### src/rtl/io_seq_pkg.sv
package io_seq_pkg;

  typedef enum logic [1:0] {
    ST_IDLE = 2'd0,
    ST_LO   = 2'd1,
    ST_HI   = 2'd2
  } seq_st_e;

  localparam logic [1:0] SZ_BYTE = 2'd0;
  localparam logic [1:0] SZ_WORD = 2'd1;

  // true when byte position 'lane' of a request lies inside the transfer size
  function automatic logic lane_used(input logic [1:0] size, input int lane);
    case (size)
      SZ_BYTE: return (lane < 1);
      SZ_WORD: return (lane < 2);
      default: return (lane < 4);
    endcase
  endfunction

endpackage

### src/rtl/io_seq_plan.sv
module io_seq_plan
  import io_seq_pkg::*;
#(
  parameter int PORT_W = 16,
  parameter int LANES  = 4
) (
  input  logic [PORT_W-1:0]                port,
  input  logic [1:0]                       size,
  output logic [PORT_W-$clog2(LANES)-1:0]  addr_lo,
  output logic [PORT_W-$clog2(LANES)-1:0]  addr_hi,
  output logic [LANES-1:0]                 be_lo,
  output logic [LANES-1:0]                 be_hi,
  output logic                             split,
  output logic [$clog2(LANES)-1:0]         off
);
  localparam int OFF_W  = $clog2(LANES);
  localparam int ADDR_W = PORT_W - OFF_W;

  logic [LANES-1:0]   len_mask;
  logic [2*LANES-1:0] span;

  for (genvar i = 0; i < LANES; i++) begin : g_len
    assign len_mask[i] = lane_used(size, i);
  end

  assign off     = port[OFF_W-1:0];
  assign span    = {{LANES{1'b0}}, len_mask} << off;
  assign be_lo   = span[LANES-1:0];
  assign be_hi   = span[2*LANES-1:LANES];
  assign split   = |be_hi;
  assign addr_lo = port[PORT_W-1:OFF_W];
  assign addr_hi = addr_lo + ADDR_W'(1);

  // an aligned full-width access never needs a second cycle
  always_comb begin
    if (size != SZ_BYTE && size != SZ_WORD && off == '0) begin
      p_aligned_single_r3: assert (!split);
    end
  end

endmodule

### src/rtl/io_seq_wsteer.sv
module io_seq_wsteer
  import io_seq_pkg::*;
#(
  parameter int LANES = 4
) (
  input  logic [8*LANES-1:0]       wdata,
  input  logic [1:0]               size,
  input  logic [$clog2(LANES)-1:0] off,
  output logic [8*LANES-1:0]       lane_lo,
  output logic [8*LANES-1:0]       lane_hi
);
  localparam int DATA_W = 8 * LANES;
  localparam int OFF_W  = $clog2(LANES);

  logic [DATA_W-1:0]   trimmed;
  logic [2*DATA_W-1:0] moved;
  logic [OFF_W+2:0]    shamt;

  for (genvar i = 0; i < LANES; i++) begin : g_trim
    assign trimmed[8*i +: 8] = lane_used(size, i) ? wdata[8*i +: 8] : 8'h00;
  end

  assign shamt   = {off, 3'b000};
  assign moved   = {{DATA_W{1'b0}}, trimmed} << shamt;
  assign lane_lo = moved[DATA_W-1:0];
  assign lane_hi = moved[2*DATA_W-1:DATA_W];

endmodule

### src/rtl/io_seq_rpack.sv
module io_seq_rpack
  import io_seq_pkg::*;
#(
  parameter int LANES = 4
) (
  input  logic [16*LANES-1:0]      gathered,
  input  logic [1:0]               size,
  input  logic [$clog2(LANES)-1:0] off,
  output logic [8*LANES-1:0]       result
);
  localparam int DATA_W = 8 * LANES;
  localparam int OFF_W  = $clog2(LANES);

  logic [2*DATA_W-1:0] aligned;
  logic [OFF_W+2:0]    shamt;

  assign shamt   = {off, 3'b000};
  assign aligned = gathered >> shamt;

  for (genvar i = 0; i < LANES; i++) begin : g_pack
    assign result[8*i +: 8] = lane_used(size, i) ? aligned[8*i +: 8] : 8'h00;
  end

endmodule

### src/rtl/io_port_seq.sv
module io_port_seq
  import io_seq_pkg::*;
#(
  parameter int PORT_W = 16,
  parameter int IMM_W  = 8,
  parameter int LANES  = 4
) (
  input  logic                             clk,
  input  logic                             rst_n,
  input  logic                             req_valid,
  input  logic                             req_write,
  input  logic [1:0]                       req_size,
  input  logic                             req_src_wide,
  input  logic [IMM_W-1:0]                 req_imm,
  input  logic [PORT_W-1:0]                req_reg,
  input  logic [8*LANES-1:0]               req_wdata,
  output logic [PORT_W-$clog2(LANES)-1:0]  bus_addr,
  output logic [LANES-1:0]                 bus_be,
  output logic [8*LANES-1:0]               bus_wdata,
  output logic                             bus_write,
  output logic                             bus_strobe,
  input  logic                             bus_ready,
  input  logic [8*LANES-1:0]               bus_rdata,
  output logic                             busy,
  output logic                             done,
  output logic [8*LANES-1:0]               rd_data
);
  localparam int OFF_W  = $clog2(LANES);
  localparam int ADDR_W = PORT_W - OFF_W;
  localparam int DATA_W = 8 * LANES;

  // ---------------- request decode ----------------
  logic [PORT_W-1:0] port_sel;
  assign port_sel = req_src_wide ? req_reg : {{(PORT_W-IMM_W){1'b0}}, req_imm};

  logic [ADDR_W-1:0] pl_addr_lo, pl_addr_hi;
  logic [LANES-1:0]  pl_be_lo, pl_be_hi;
  logic              pl_split;
  logic [OFF_W-1:0]  pl_off;
  logic [DATA_W-1:0] ws_lo, ws_hi;

  io_seq_plan #(.PORT_W(PORT_W), .LANES(LANES)) u_plan (
    .port    (port_sel),
    .size    (req_size),
    .addr_lo (pl_addr_lo),
    .addr_hi (pl_addr_hi),
    .be_lo   (pl_be_lo),
    .be_hi   (pl_be_hi),
    .split   (pl_split),
    .off     (pl_off)
  );

  io_seq_wsteer #(.LANES(LANES)) u_wsteer (
    .wdata   (req_wdata),
    .size    (req_size),
    .off     (pl_off),
    .lane_lo (ws_lo),
    .lane_hi (ws_hi)
  );

  // ---------------- state ----------------
  seq_st_e           st_q, st_d;
  logic [ADDR_W-1:0] addr_lo_q, addr_hi_q;
  logic [LANES-1:0]  be_lo_q, be_hi_q;
  logic [DATA_W-1:0] wd_lo_q, wd_hi_q;
  logic              split_q, wr_q;
  logic [OFF_W-1:0]  off_q;
  logic [1:0]        size_q;
  logic [DATA_W-1:0] rlo_q, rhi_q, rlo_d, rhi_d;
  logic [DATA_W-1:0] rd_q, packed_rd;
  logic              done_q;
  logic              accept, cap_lo, cap_hi, finish;

  // next-state logic
  always_comb begin
    st_d   = st_q;
    accept = 1'b0;
    cap_lo = 1'b0;
    cap_hi = 1'b0;
    finish = 1'b0;
    case (st_q)
      ST_IDLE: begin
        if (req_valid) begin
          accept = 1'b1;
          st_d   = ST_LO;
        end
      end
      ST_LO: begin
        if (bus_ready) begin
          cap_lo = 1'b1;
          if (split_q) begin
            st_d = ST_HI;
          end else begin
            st_d   = ST_IDLE;
            finish = 1'b1;
          end
        end
      end
      ST_HI: begin
        if (bus_ready) begin
          cap_hi = 1'b1;
          st_d   = ST_IDLE;
          finish = 1'b1;
        end
      end
      default: st_d = ST_IDLE;
    endcase
  end

  assign rlo_d = cap_lo ? bus_rdata : rlo_q;
  assign rhi_d = cap_hi ? bus_rdata : rhi_q;

  io_seq_rpack #(.LANES(LANES)) u_rpack (
    .gathered (({rhi_d, rlo_d})),
    .size     (size_q),
    .off      (off_q),
    .result   (packed_rd)
  );

  // state register
  always_ff @(posedge clk or negedge rst_n) begin
    if (!rst_n) begin
      st_q   <= ST_IDLE;
      done_q <= 1'b0;
    end else begin
      st_q   <= st_d;
      done_q <= finish;
    end
  end

  // request capture, enabled on acceptance
  always_ff @(posedge clk or negedge rst_n) begin
    if (!rst_n) begin
      addr_lo_q <= '0;
      addr_hi_q <= '0;
      be_lo_q   <= '0;
      be_hi_q   <= '0;
      wd_lo_q   <= '0;
      wd_hi_q   <= '0;
      split_q   <= 1'b0;
      wr_q      <= 1'b0;
      off_q     <= '0;
      size_q    <= SZ_BYTE;
    end else if (accept) begin
      addr_lo_q <= pl_addr_lo;
      addr_hi_q <= pl_addr_hi;
      be_lo_q   <= pl_be_lo;
      be_hi_q   <= pl_be_hi;
      wd_lo_q   <= ws_lo;
      wd_hi_q   <= ws_hi;
      split_q   <= pl_split;
      wr_q      <= req_write;
      off_q     <= pl_off;
      size_q    <= req_size;
    end
  end

  // read lane collection
  always_ff @(posedge clk or negedge rst_n) begin
    if (!rst_n) begin
      rlo_q <= '0;
      rhi_q <= '0;
    end else if (accept) begin
      rlo_q <= '0;
      rhi_q <= '0;
    end else if (cap_lo || cap_hi) begin
      rlo_q <= rlo_d;
      rhi_q <= rhi_d;
    end
  end

  // read result
  always_ff @(posedge clk or negedge rst_n) begin
    if (!rst_n) begin
      rd_q <= '0;
    end else if (finish && !wr_q) begin
      rd_q <= packed_rd;
    end
  end

  // ---------------- outputs ----------------
  assign bus_strobe = (st_q != ST_IDLE);
  assign bus_addr   = (st_q == ST_HI) ? addr_hi_q : addr_lo_q;
  assign bus_be     = (st_q == ST_HI) ? be_hi_q   : (st_q == ST_LO) ? be_lo_q : '0;
  assign bus_wdata  = (st_q == ST_HI) ? wd_hi_q   : wd_lo_q;
  assign bus_write  = wr_q;
  assign busy       = (st_q != ST_IDLE);
  assign done       = done_q;
  assign rd_data    = rd_q;

  // ---------------- assertions ----------------
  p_hold_until_ready_r7: assert property (@(posedge clk) disable iff (!rst_n)
    (bus_strobe && !bus_ready) |=> (bus_strobe && $stable(bus_addr) && $stable(bus_be)
                                    && $stable(bus_wdata) && $stable(bus_write)));

  p_second_addr_r4: assert property (@(posedge clk) disable iff (!rst_n)
    (st_q == ST_HI && $past(st_q) == ST_LO) |-> (bus_addr == $past(bus_addr) + ADDR_W'(1)));

  p_be_nonzero_r2: assert property (@(posedge clk) disable iff (!rst_n)
    bus_strobe |-> (bus_be != '0));

  p_done_pulse_r8: assert property (@(posedge clk) disable iff (!rst_n)
    done |=> !done);

  p_done_idle_r8: assert property (@(posedge clk) disable iff (!rst_n)
    done |-> (!busy && !bus_strobe));

  p_accept_busy_r9: assert property (@(posedge clk) disable iff (!rst_n)
    (req_valid && !busy) |=> busy);

endmodule

### config.mk
export PLATFORM = sky130hd
export DESIGN_NAME = io_port_seq
export DESIGN_NICKNAME = d
export VERILOG_FILES = /design/src/rtl/io_seq_pkg.sv /design/src/rtl/io_seq_plan.sv /design/src/rtl/io_seq_wsteer.sv /design/src/rtl/io_seq_rpack.sv /design/src/rtl/io_port_seq.sv
export SDC_FILE = /design/constraint.sdc
export NUM_CORES = 1
export LEC_CHECK = 0
export BUFFER_PORTS_ARGS = -buffer_cell sky130_fd_sc_hd__buf_2
export CORE_MARGIN = 4
export CORE_UTILIZATION = 35
export DETAILED_ROUTE_END_ITERATION = 8
export SLEW_MARGIN = 20
export SYNTH_ARGS = -nofsm -noshare
export SYNTH_HDL_FRONTEND = slang
export SYNTH_HIERARCHICAL = 1
export SYNTH_SLANG_ARGS = --single-unit
### constraint.sdc
create_clock -name clk -period 2.5 [get_ports clk]
set_input_delay 0.25 -clock clk [delete_from_list [all_inputs] [get_ports clk]]
set_output_delay 0.25 -clock clk [all_outputs]
set_load 0.1 [all_outputs]
==> results.tsv <==
metric	value	unit
status	complete, no violations	
wirelength	29600	µm
cp_max_fo	25	
cap_viol_max_count	0	
synth_cells	1076	
gr-total-overflow	0	
die_height	184	µm
start_util	35.5	%
grt_max_degree	70	
cts_buffers	17	
grt_pass1_vias	8253	
dr.pass1.iters	5	
fp.dieW	184	µm
crit_required	2250	ps
area_growth	18.3	%
hold_violations	0	
hold_class	in -> reg	
avgRoutedWirePerCell	18.2	µm
dp.cells	1591	
cts.sinks	197	
num_rows	64	
synth_area_per_cell	10.1	µm²
post_cts_buffers	0	
slew_headroom	54.4	%
grt_pass1_wl	46200	µm
clk_pin_slew	70	ps
cp.arrival	2180	ps
vias_per_cell	5.03	
place_area	0.0121	mm²
setup_tns	0	ps
skew	13.9	ps
clk_latency	450	ps
drc	0	
core	0.0306	mm²
nNetsFinal	1319	
antenna_found_initial	1	
finalNonFillerCells	1626	
min_period	2430	ps
cts_tree	built	
grt_usage	17.3	%
whs	98.4	ps
tightest_slew	684	ps
syn_area	0.0109	mm²
finalWeightedCongestion	0.857	
setup.worst_path.end_class	output port	
io_pins	182	
drive_above_1_share	29.3	%
num_vias	8176	
ant_nets	0	
worst_setup_path_start_kind	register	
yosys_warnings	6	
final_area	0.0128	mm²
drt_first_iter_violations	442	
num_antenna_cells	0	
path_class	reg -> out	
slew_viol_final	0	
die-area	0.0339	mm²
io_buffers	181	
cts.path.max_buffers	2	
max_freq	411	MHz
h-tree-depth	4	
cts_root_buffer	clkbuf_16	
setup_viol	0	
dp_hpwl	20500	µm
post-route-period-util	97.3	%
==> routing by layer <==
metal	vias up	GRT usage, %	wire length [µm]
li1	3862	-	-
met5	-	0	9
met3	35	3.24	1690
met2	281	27.8	14100
met4	2	5.86	649
met1	3996	23.6	13200
==> cell type report <==
class / count / area, µm²
Fill cell: 3004 / 17800
Multi-Input combinational cell: 775 / 5330
Sequential cell: 197 / 4930
Timing Repair Buffer: 210 / 1420
Tap cell: 396 / 495
Clock buffer: 20 / 467
Clock inverter: 12 / 136
Inverter: 16 / 60.1
==> sequential cells by signal (all words and copies together) (netlist names) <==
name	flops
be_hi_q	4
addr_lo_q	14
st_q	2
rd_data	32
split_q	1
bus_write	1
rhi_q	24
rlo_q	32
done	1
size_q	2
wd_lo_q	32
off_q	2
addr_hi_q	14
be_lo_q	4
wd_hi_q	32
==> repair_timing <==
item | 4_1_cts | 5_1_grt
cloned | 0 | 1
endpoints found under the setup margin | 12 | 43
hold buffers | 2 | 0
gates resized for setup | 11 | 38
hold endpoints to repair | 60 | 0
==> per-stage QoR <==
stage / utilization, % / setup WS (ps)
floorplan: - / 285
global placement: 39.5 / 221
detailed placement: 39.5 / 162
CTS: 41.7 / -1.69
global route: 42.0 / -7.00
finish: 42.0 / 67.9
==> layout by cell type (no fill, tap or decap), drive strengths merged, types with 5 or more instances in the layout <==
master and instances:
nor2b 9, inv 22, o22ai 33, xor2 8, a221o 8, a22oi 8, nand2 328, and3 18
ha 6, mux2 143, a22o 6, and2 75, buf 188, conb 9, dfrtp 197, nor3 5
mux4 8, clkbuf 40, a222oi 8, nand3 5, nor2 24, mux2i 49
==> path summary, 6_finish.rpt <==
path,startpoint,end,slack (ps),cells past startpoint
hold reg to reg,wd_hi_q[13]$_DFFE_PN0P_,wd_hi_q[13]$_DFFE_PN0P_,470,2
hold / removal,bus_ready,done$_DFF_PN0_,100,2
setup reg to reg,st_q[1]$_DFFE_PN0P_,rd_data[4]$_DFFE_PN0P_,150,7
max in group asynchronous,rst_n,addr_hi_q[8]$_DFFE_PN0P_,1390,3
min in group asynchronous,rst_n,rd_data[1]$_DFFE_PN0P_,360,2
setup / recovery,st_q[0]$_DFFE_PN0P_,bus_addr[5],70,5
==> worst max-delay path, cell delays in order (launching register included) <==
cell and delay, ps:
dfrtp_1 410, inv_1 140, ha_2 280, clkbuf_16 250
mux2_2 350, buf_2 290
Power is left out: the tool's default activity adds up to more than one toggle a clock period on the data nets, which glitch-free logic cannot reach.
